[src/rtl/therm_zone_pkg.sv]
package therm_zone_pkg;

    typedef enum logic [2:0] {
        ZN_NORMAL = 3'd0,
        ZN_COLD   = 3'd1,
        ZN_COOL   = 3'd2,
        ZN_WARM   = 3'd3,
        ZN_HOT    = 3'd4
    } zone_e;

    typedef enum logic [1:0] {
        MD_OFF     = 2'd0,
        MD_EXTREME = 2'd1,
        MD_FULL    = 2'd2,
        MD_RSVD    = 2'd3
    } mode_e;

    localparam int FLT_W    = 2;
    localparam int FLT_HOT  = 0;
    localparam int FLT_COLD = 1;

endpackage

[src/rtl/tz_tick.sv]
module tz_tick #(
    parameter int DIV = 100
) (
    input  logic clk,
    input  logic rst_n,
    input  logic clear,
    output logic tick
);
    localparam int CW = (DIV > 1) ? $clog2(DIV) : 1;
    localparam logic [CW-1:0] LAST = CW'(DIV - 1);

    logic [CW-1:0] cnt_d, cnt_q;

    always_comb begin
        cnt_d = cnt_q;
        tick  = 1'b0;
        if (clear) begin
            cnt_d = '0;
        end else if (cnt_q == LAST) begin
            cnt_d = '0;
            tick  = 1'b1;
        end else begin
            cnt_d = cnt_q + 1'b1;
        end
    end

    always_ff @(posedge clk or negedge rst_n) begin
        if (!rst_n) cnt_q <= '0;
        else        cnt_q <= cnt_d;
    end


    cnt_range_chk: assert property (@(posedge clk) disable iff (!rst_n)
        cnt_q <= LAST);

endmodule

[src/rtl/tz_bias_seq.sv]
module tz_bias_seq #(
    parameter int TICK_DIV     = 100,
    parameter int ON_TICKS     = 25000,
    parameter int PERIOD_TICKS = 225000
) (
    input  logic clk,
    input  logic rst_n,
    input  logic vin_present,
    output logic bias_en
);
    localparam int PW = (PERIOD_TICKS > 1) ? $clog2(PERIOD_TICKS) : 1;
    localparam logic [PW-1:0] P_LAST = PW'(PERIOD_TICKS - 1);
    localparam logic [PW-1:0] P_ON   = PW'(ON_TICKS);

    logic          tick;
    logic [PW-1:0] per_d, per_q;

    tz_tick #(.DIV(TICK_DIV)) tick_i (
        .clk   (clk),
        .rst_n (rst_n),
        .clear (!vin_present),
        .tick  (tick)
    );

    always_comb begin
        per_d = per_q;
        if (!vin_present)     per_d = '0;
        else if (tick)        per_d = (per_q == P_LAST) ? '0 : per_q + 1'b1;
        bias_en = vin_present && (per_q < P_ON);
    end

    always_ff @(posedge clk or negedge rst_n) begin
        if (!rst_n) per_q <= '0;
        else        per_q <= per_d;
    end


    bias_needs_vin_chk: assert property (@(posedge clk) disable iff (!rst_n)
        bias_en |-> vin_present);


    window_restart_chk: assert property (@(posedge clk) disable iff (!rst_n)
        !vin_present |=> per_q == '0);

endmodule

[src/rtl/tz_zone_eval.sv]
module tz_zone_eval
    import therm_zone_pkg::*;
#(
    parameter int ADC_W = 10
) (
    input  logic                 clk,
    input  logic                 rst_n,
    input  logic                 sample_valid,
    input  logic [ADC_W-1:0]     sample_code,
    input  logic [ADC_W-1:0]     thr_cold,
    input  logic [ADC_W-1:0]     thr_cool,
    input  logic [ADC_W-1:0]     thr_warm,
    input  logic [ADC_W-1:0]     thr_hot,
    output zone_e                zone,
    output logic [FLT_W-1:0]     fault_evt
);
    typedef struct packed {
        zone_e             zone;
        logic [FLT_W-1:0]  evt;
    } ev_st_t;

    ev_st_t st_d, st_q;
    zone_e  cls;

    always_comb begin
        if (sample_code > thr_cold)      cls = ZN_COLD;
        else if (sample_code > thr_cool) cls = ZN_COOL;
        else if (sample_code < thr_hot)  cls = ZN_HOT;
        else if (sample_code < thr_warm) cls = ZN_WARM;
        else                             cls = ZN_NORMAL;

        st_d.zone = st_q.zone;
        st_d.evt  = '0;
        if (sample_valid) begin
            st_d.zone = cls;
            if (cls == ZN_HOT  && st_q.zone != ZN_HOT)  st_d.evt[FLT_HOT]  = 1'b1;
            if (cls == ZN_COLD && st_q.zone != ZN_COLD) st_d.evt[FLT_COLD] = 1'b1;
        end
    end

    always_ff @(posedge clk or negedge rst_n) begin
        if (!rst_n) begin
            st_q.zone <= ZN_NORMAL;
            st_q.evt  <= '0;
        end else begin
            st_q <= st_d;
        end
    end

    assign zone      = st_q.zone;
    assign fault_evt = st_q.evt;


    zone_hold_chk: assert property (@(posedge clk) disable iff (!rst_n)
        !sample_valid |=> $stable(st_q.zone));


    cold_class_chk: assert property (@(posedge clk) disable iff (!rst_n)
        (sample_valid && sample_code > thr_cold) |=> st_q.zone == ZN_COLD);


    evt_single_chk: assert property (@(posedge clk) disable iff (!rst_n)
        $onehot0(st_q.evt));

endmodule

[src/rtl/tz_charge_ctl.sv]
module tz_charge_ctl
    import therm_zone_pkg::*;
#(
    parameter int ICHG_W = 8
) (
    input  logic [1:0]         mode,
    input  zone_e              zone,
    input  logic [ICHG_W-1:0]  ichg_code,
    input  logic [2:0]         cool_scale,
    output logic               charge_suspend,
    output logic               timer_hold,
    output logic [ICHG_W-1:0]  ichg_eff,
    output logic               vreg_reduced
);
    localparam int PRW = ICHG_W + 4;

    mode_e            md;
    logic             extreme;
    logic [3:0]       mult;
    logic [PRW-1:0]   prod;
    logic [ICHG_W-1:0] scaled;

    always_comb begin
        md      = mode_e'(mode);
        extreme = (zone == ZN_HOT) || (zone == ZN_COLD);
        mult    = 4'd8 - {1'b0, cool_scale};
        prod    = PRW'(ichg_code) * PRW'(mult);
        scaled  = prod[ICHG_W+2:3];

        charge_suspend = 1'b0;
        timer_hold     = 1'b0;
        ichg_eff       = ichg_code;
        vreg_reduced   = 1'b0;
        case (md)
            MD_FULL: begin
                charge_suspend = extreme;
                timer_hold     = extreme;
                if (zone == ZN_COOL) ichg_eff = scaled;
                vreg_reduced   = (zone == ZN_WARM);
            end
            MD_EXTREME: begin
                charge_suspend = extreme;
                timer_hold     = extreme;
            end
            default: ;
        endcase
    end

endmodule

[src/rtl/tz_fault_unit.sv]
module tz_fault_unit
    import therm_zone_pkg::*;
#(
    parameter int TICK_DIV  = 100,
    parameter int INT_TICKS = 128
) (
    input  logic              clk,
    input  logic              rst_n,
    input  logic [FLT_W-1:0]  fault_evt,
    input  logic              status_rd,
    output logic              int_pulse,
    output logic [FLT_W-1:0]  fault_status
);
    localparam int IW = $clog2(INT_TICKS + 1);

    typedef struct packed {
        logic [IW-1:0]    cnt;
        logic [FLT_W-1:0] stat;
    } flt_st_t;

    flt_st_t st_d, st_q;
    logic    tick;
    logic    any_evt;

    assign any_evt = |fault_evt;

    tz_tick #(.DIV(TICK_DIV)) tick_i (
        .clk   (clk),
        .rst_n (rst_n),
        .clear (any_evt),
        .tick  (tick)
    );

    always_comb begin
        st_d = st_q;
        if (any_evt)                      st_d.cnt = IW'(INT_TICKS);
        else if (tick && st_q.cnt != '0)  st_d.cnt = st_q.cnt - 1'b1;
        st_d.stat = (status_rd ? '0 : st_q.stat) | fault_evt;
    end

    always_ff @(posedge clk or negedge rst_n) begin
        if (!rst_n) st_q <= '0;
        else        st_q <= st_d;
    end

    assign int_pulse    = (st_q.cnt != '0);
    assign fault_status = st_q.stat;


    pulse_cause_chk: assert property (@(posedge clk) disable iff (!rst_n)
        $rose(int_pulse) |-> $past(any_evt));


    sticky_hold_chk: assert property (@(posedge clk) disable iff (!rst_n)
        !status_rd |=> (($past(st_q.stat) & ~st_q.stat) == '0));


    rd_race_chk: assert property (@(posedge clk) disable iff (!rst_n)
        (status_rd && any_evt) |=> ((st_q.stat & $past(fault_evt)) == $past(fault_evt)));

endmodule

[src/rtl/therm_zone_ctrl.sv]
module therm_zone_ctrl
    import therm_zone_pkg::*;
#(
    parameter int ADC_W             = 10,
    parameter int ICHG_W            = 8,
    parameter int TICK_DIV          = 100,
    parameter int BIAS_ON_TICKS     = 25000,
    parameter int BIAS_PERIOD_TICKS = 225000,
    parameter int INT_TICKS         = 128
) (
    input  logic              clk,
    input  logic              rst_n,
    input  logic              vin_present,
    output logic              bias_en,
    input  logic              sample_valid,
    input  logic [ADC_W-1:0]  sample_code,
    input  logic [ADC_W-1:0]  thr_cold,
    input  logic [ADC_W-1:0]  thr_cool,
    input  logic [ADC_W-1:0]  thr_warm,
    input  logic [ADC_W-1:0]  thr_hot,
    input  logic [1:0]        mode,
    input  logic [ICHG_W-1:0] ichg_code,
    input  logic [2:0]        cool_scale,
    output logic [2:0]        zone,
    output logic              charge_suspend,
    output logic              timer_hold,
    output logic [ICHG_W-1:0] ichg_eff,
    output logic              vreg_reduced,
    output logic              int_pulse,
    input  logic              status_rd,
    output logic [1:0]        fault_status
);
    zone_e             zone_w;
    logic [FLT_W-1:0]  evt_w;

    tz_bias_seq #(
        .TICK_DIV     (TICK_DIV),
        .ON_TICKS     (BIAS_ON_TICKS),
        .PERIOD_TICKS (BIAS_PERIOD_TICKS)
    ) bias_i (
        .clk         (clk),
        .rst_n       (rst_n),
        .vin_present (vin_present),
        .bias_en     (bias_en)
    );

    tz_zone_eval #(.ADC_W(ADC_W)) eval_i (
        .clk          (clk),
        .rst_n        (rst_n),
        .sample_valid (sample_valid),
        .sample_code  (sample_code),
        .thr_cold     (thr_cold),
        .thr_cool     (thr_cool),
        .thr_warm     (thr_warm),
        .thr_hot      (thr_hot),
        .zone         (zone_w),
        .fault_evt    (evt_w)
    );

    tz_charge_ctl #(.ICHG_W(ICHG_W)) chg_i (
        .mode           (mode),
        .zone           (zone_w),
        .ichg_code      (ichg_code),
        .cool_scale     (cool_scale),
        .charge_suspend (charge_suspend),
        .timer_hold     (timer_hold),
        .ichg_eff       (ichg_eff),
        .vreg_reduced   (vreg_reduced)
    );

    tz_fault_unit #(
        .TICK_DIV  (TICK_DIV),
        .INT_TICKS (INT_TICKS)
    ) flt_i (
        .clk          (clk),
        .rst_n        (rst_n),
        .fault_evt    (evt_w),
        .status_rd    (status_rd),
        .int_pulse    (int_pulse),
        .fault_status (fault_status)
    );

    assign zone = zone_w;


    off_mode_quiet_chk: assert property (@(posedge clk) disable iff (!rst_n)
        (mode == MD_OFF || mode == MD_RSVD) |-> (!charge_suspend && !timer_hold && !vreg_reduced));


    suspend_zone_chk: assert property (@(posedge clk) disable iff (!rst_n)
        charge_suspend |-> (zone_w == ZN_HOT || zone_w == ZN_COLD));

endmodule

[config.mk]
export PLATFORM = sky130hd
export DESIGN_NAME = therm_zone_ctrl
export DESIGN_NICKNAME = d
export VERILOG_FILES = /design/src/rtl/therm_zone_pkg.sv /design/src/rtl/tz_tick.sv /design/src/rtl/tz_bias_seq.sv /design/src/rtl/tz_zone_eval.sv /design/src/rtl/tz_charge_ctl.sv /design/src/rtl/tz_fault_unit.sv /design/src/rtl/therm_zone_ctrl.sv
export SDC_FILE = /design/constraint.sdc
export NUM_CORES = 1
export LEC_CHECK = 0
export CORE_ASPECT_RATIO = 0.6
export CORE_MARGIN = 2
export CORE_UTILIZATION = 46
export DETAILED_ROUTE_END_ITERATION = 10
export PLACE_DENSITY = 0.72
export RECOVER_POWER = 100
export SETUP_SLACK_MARGIN = 0.15
export SYNTH_ARGS = -nofsm -noshare
export SYNTH_HDL_FRONTEND = slang
export SYNTH_SLANG_ARGS = --single-unit
[constraint.sdc]
create_clock -name clk -period 6.8 [get_ports clk]
set_input_delay 1.36 -clock clk [delete_from_list [all_inputs] [get_ports clk]]
set_output_delay 1.36 -clock clk [all_outputs]
set_load 0.03 [all_outputs]
== Yosys cells after proc, flatten, opt, wreduce, memory -nomap -nowiden ==
Index checks and enable logic that the tools add are counted.
Storage, ports and cells
  bits in registers: 47
  input port bits: 68
  output and inout bits: 18
  logic and storage cells: 67
Operators by class
  add/subtract/negate cells: 5
  $mul: 1
  $lt $le $gt $ge: 5
  eq/ne operators: 14
  multiplexer cells: 25
  bitwise gates (word level): 1
  reductions and logical operators: 9
Operators with widths (count)
  18-bit 2-to-1 mux: 3
  8-bit 2-to-1 mux: 4
  7-bit 2-to-1 mux: 4
  10-bit > comparator: 2
  10-bit < comparator: 2
  18-bit by 1-bit adder with 18-bit output (second input constant): 1
  18-bit == test (second input constant): 1
  18-bit by 15-bit < comparator with 1-bit output (second input constant): 1
  7-bit by 1-bit adder with 7-bit output (second input constant): 2
  7-bit == test (second input constant): 2
  8-bit by 4-bit multiplier with 11-bit output: 1
  3-bit 2-to-1 mux: 3
  1-bit 2-to-1 mux: 8
  8-bit nonzero test: 1
  8-bit by 1-bit subtractor with 8-bit output (second input constant): 1
  3-bit by 1-bit == test with 1-bit output (second input constant): 2
  3-bit by 2-bit == test with 1-bit output (second input constant): 2
  3-bit == test (second input constant): 2
  2-bit 2-to-1 mux: 3
  1-bit logical AND: 4
  2-bit OR reduction: 2
  4-bit by 3-bit subtractor with 4-bit output (first input constant): 1
  3-bit by 1-bit != test with 1-bit output (second input constant): 1
  3-bit != test (second input constant): 1
  other kinds (6): 6

== Logic depth before layout (Yosys ltp) ==
  word-level depth: 9
  mapped depth: 16

== By module ==
A second synthesis with hierarchy kept.
Unflattened totals
  cell total of the unflattened synthesis: 515
  area total of the unflattened synthesis: 4459.3 µm²
Modules (own cells, without submodules)
  tz_zone_eval: times used 1, cells an instance 151, area an instance 1182.4 µm²
  tz_bias_seq: times used 1, cells an instance 107, area an instance 1044.8 µm²
  tz_charge_ctl: times used 1, cells an instance 139, area an instance 1038.5 µm²
  tz_tick: times used 2, cells an instance 31, area an instance 320.3 µm²
  tz_fault_unit: times used 1, cells an instance 56, area an instance 553.0 µm²

== Worst setup path after synthesis ==
Ideal clock, no wire load.
  path kind: input-to-output
  from: in cool_scale[0]
  to: out ichg_eff[7]
  arrival: 5.074 ns
  data required time: 5.440 ns
  setup slack: 0.366 ns
  cell stages on the path: 15
  path buffers: 1
  path through: buf_2 inv_1 ha_1 xnor2_1 nand2_1 fa_1 inv_1 fa_1 fa_1 a21oi_1 o211ai_1 o41ai_2 xnor2_1 mux2_2 o22a_1
On the way
  longest elaborated chain between the ends: 4
RTL lines
  from (decl): RTL line therm_zone_ctrl.sv:23  | input logic [2:0] cool_scale,
  4-bit by 3-bit subtractor with 4-bit output: RTL line tz_charge_ctl.sv:26  | mult = 4'd8 - {1'b0, cool_scale};
  8-bit by 4-bit multiplier with 11-bit output: RTL line tz_charge_ctl.sv:27  | prod = PRW'(ichg_code) * PRW'(mult);
  8-bit 2-to-1 mux: RTL line tz_charge_ctl.sv:38  | if (zone == ZN_COOL) ichg_eff = scaled;
  8-bit 2-to-1 mux: RTL line tz_charge_ctl.sv:34  | case (md)
  to (decl): RTL line therm_zone_ctrl.sv:27  | output logic [ICHG_W-1:0] ichg_eff,
No other way between the ends.

== Final worst setup path ==
  from: in ichg_code[1]
  to: out ichg_eff[7]
On the way
  longest elaborated chain between the ends: 3
RTL lines
  from (decl): RTL line therm_zone_ctrl.sv:22  | input logic [ICHG_W-1:0] ichg_code,
  8-bit by 4-bit multiplier with 11-bit output: RTL line tz_charge_ctl.sv:27
  8-bit 2-to-1 mux: RTL line tz_charge_ctl.sv:38
  8-bit 2-to-1 mux: RTL line tz_charge_ctl.sv:34
No other way between the ends.

==> results.tsv <==
metric	value	unit
status	finished, violations left	
failed_checks	capacitance limit, slew limit	
cts_max_level	2	
clock_sinks	47	
final_nets	762	
start_util	47.3	%
hold_class	reg2reg	
worst-path-buf-inv	3	
setup_viol	0	
post-place-ws	-618	ps
dieArea	10200	um2
fin_crit_sh	95.1	%
clockBufferDepth	2	
route.vias.total	4019	
max_freq	0.155	GHz
io_pins	86	
drt-total-wl	10800	um
synth_edf_count	0	
synthTopCellsByArea	dfrtp_1, ha_1, inv_1, fa_1, nand2_1	
power.total	937	uW
die_x	129	um
antenna_found_initial	0	
place_congestion	0.850	
rsz0062_at_grt	false	
max_cap_viol_count	2	
leakage	0.00263	uW
max_stage_delay	540	ps
synthDistinctLibCells	51	
yosysWarnings	0	
criticalPathCategory	in2out	
overflow	0	
synth_largest_area_cell	dfrtp_1	
worstPathCellList	clkdlybuf4s50_1, nand2_1, fa_1, inv_1, fa_1, fa_2, a21oi_2, o211ai_1, o41ai_2, xnor2_1, mux2_2, o22a_1, buf_6	
ir_drop	0.102	mV
cp-end-kind	primary output	
dr.pass1.iters	4	
timing.slew.headroom	-79.1	%
cp-start-kind	input pin	
tightest_slew	2650	ps
crit_family	adder cells	
viasPerCell	5.32	
drcViolationCount	0	
synth_top_cell_area_share	27.2	%
cpMaxStageDelayCell	clkdlybuf4s50_1	
coreArea	9160	um2
critPathRequiredTime	5440	ps
finalClockSkew	4.48	ps
routedWlPerCell	14.3	um
power_density	167	nW/um2
final_max_slew_viol_count	68	
drt-initial-drc-count	138	
cts_buffers	5	
syn_to_final_growth	29.6	%
syn_inst	521	
grt_pass1_vias	4054	
synth_common_cells	inv_1, ha_1, nand2_1	
ant_nets	0	
fin_ws	335	ps
tritoncts	done	
io_buffers	85	
worstPathMaxFanout	4	
dpl.hpwl	8670	um
yosysSeqAreaShare	27.2	%
ctsRootBufferMaster	clkbuf_16	
grt_max_degree	48	
avgSynthCellArea	8.31	um2
grt_use_total	22.4	%
synthArstFlopShare	100	%
drive_gt1_share	8.63	%
grt_pass1_wl	18500	um
yosysMostFrequentCell	inv_1	
clock_latency	280	ps
hold_viol_final	0	
crit_top_cell	fa_1	
synth_area	4330	um2
ys.flop_type	dfrtp_1	
clk_pin_slew_worst_paths	60	ps
arrival	5110	ps
dieHeight	79.1	um
cts.hold.buffers_added	0	
fin_crit	6470	ps
yosys_register_bits	47	
row_count	27	
synth_nets	658	
num_antenna_cells	0	
==> worst register-to-register path, delay by kind of cell (launching register included) <==
kind            cells  cell delay (ps)
flops               1              390
fa+ha+maj           1              300
simple gates        4             1390
compound gates      2             2200
==> metrics by stage <==
stage / setup TNS, ps / utilization [%] / area, um2 / std cells / hold slack [ps]
2_1_floorplan: 0 / - / 4330 / 521 / 425
3_3_place_gp: -436 / 59.2 / 5420 / 746 / 441
3_5_place_dp: -618 / 59.2 / 5420 / 746 / 457
4_1_cts: 0 / 61.6 / 5640 / 755 / 464
5_1_grt: 0 / 61.3 / 5610 / 756 / 500
6_report: 0 / 61.3 / 5610 / 756 / 468
==> final timing paths <==
| check | start | end | slack (ps) | depth (start not counted) |
|---|---|---|---|---|
| worst max-delay path | ichg_code[1] | ichg_eff[7] | 330 | 13 |
| worst min-delay path | bias_i.tick_i.cnt_q[0] | bias_i.tick_i.cnt_q[0] | 470 | 1 |
| worst max register to register | bias_i.per_q[0] | bias_i.per_q[7] | 2380 | 7 |
| worst min register to register | bias_i.tick_i.cnt_q[0] | bias_i.tick_i.cnt_q[0] | 470 | 1 |
| max in group asynchronous | rst_n | eval_i.zone[2] | 3610 | 1 |
| min in group asynchronous | rst_n | flt_i.fault_status[1] | 1810 | 1 |
==> per-layer routing <==
layer,vias up,wire [um],part of all wire (%),GRT usage (%)
li1,2003,-,-,-
met1,1899,5400,50,31.8
met2,104,4770,44,36.6
met3,13,508,4.7,3.17
met4,0,140,1.3,4.89
met5,-,0,0,0
==> cell families after synthesis <==
group           share of synthesized area (%)
compound gates                           15.1
xor+xnor                                 5.26
fa+ha+maj                                22.0
buf+inv                                  7.60
flops                                    27.2
mux                                      1.24
simple gates                             21.6
==> repair_timing <==
item | in CTS | in global routing
buffers inserted | 1 | 1
endpoints found under the setup margin | 3 | 2
resized for setup | 19 | 7
pin swaps | 5 | 3
==> registers in the layout, summed over array words and instances (netlist names) <==
| signal | cells |
|---|---|
| bias_i.per_q | 18 |
| eval_i.zone | 3 |
| flt_i.fault_status | 2 |
| eval_i.fault_evt | 2 |
| bias_i.tick_i.cnt_q | 7 |
| flt_i.st_q | 8 |
| flt_i.tick_i.cnt_q | 7 |
==> report_power, final <==
group	internal, uW	switching (uW)	total, uW
combinational	175	186	362
sequential	301	21.0	322
clock	156	96.8	253
total	633	304	937
==> layout by cell type, fill, tap and decap left out, types with 3 or more instances in the layout <==
| cell | Yosys | layout |
|---|---|---|
| a211oi_1 | 7 | 7 |
| a21o_1 | 5 | 5 |
| a21oi_1 | 19 | 18 |
| a31oi_1 | 8 | 8 |
| and2_1 | 17 | 14 |
| and3_1 | 5 | 5 |
| and4_1 | 3 | 3 |
| buf_4 | 3 | 24 |
| clkbuf_1 | 3 | 8 |
| clkbuf_16 | 0 | 5 |
| clkdlybuf4s50_1 | 0 | 60 |
| dfrtp_1 | 47 | 47 |
| dlygate4sd3_1 | 0 | 15 |
| fa_1 | 12 | 11 |
| ha_1 | 57 | 53 |
| ha_4 | 0 | 4 |
| inv_1 | 68 | 67 |
| mux2_2 | 3 | 3 |
| nand2_1 | 56 | 56 |
| nand2b_1 | 6 | 6 |
| nand3_1 | 19 | 19 |
| nand4_1 | 13 | 13 |
| nor2_1 | 42 | 42 |
| nor2b_1 | 3 | 3 |
| nor3_1 | 11 | 10 |
| nor4_1 | 7 | 7 |
| o21ai_0 | 34 | 40 |
| o21bai_1 | 3 | 3 |
| o41ai_1 | 1 | 3 |
| xnor2_1 | 15 | 14 |
| xor2_1 | 11 | 11 |
==> cell type report <==
| cell class | instances | area [um2] |
|---|---|---|
| Sequential cell | 47 | 1180 |
| Fill cell | 780 | 3550 |
| Tap cell | 130 | 163 |
| Timing Repair Buffer | 110 | 987 |
| Clock buffer | 8 | 156 |
| Multi-Input combinational cell | 393 | 2870 |
| Inverter | 68 | 255 |
Note: power is estimated with default switching activity, not from simulation.
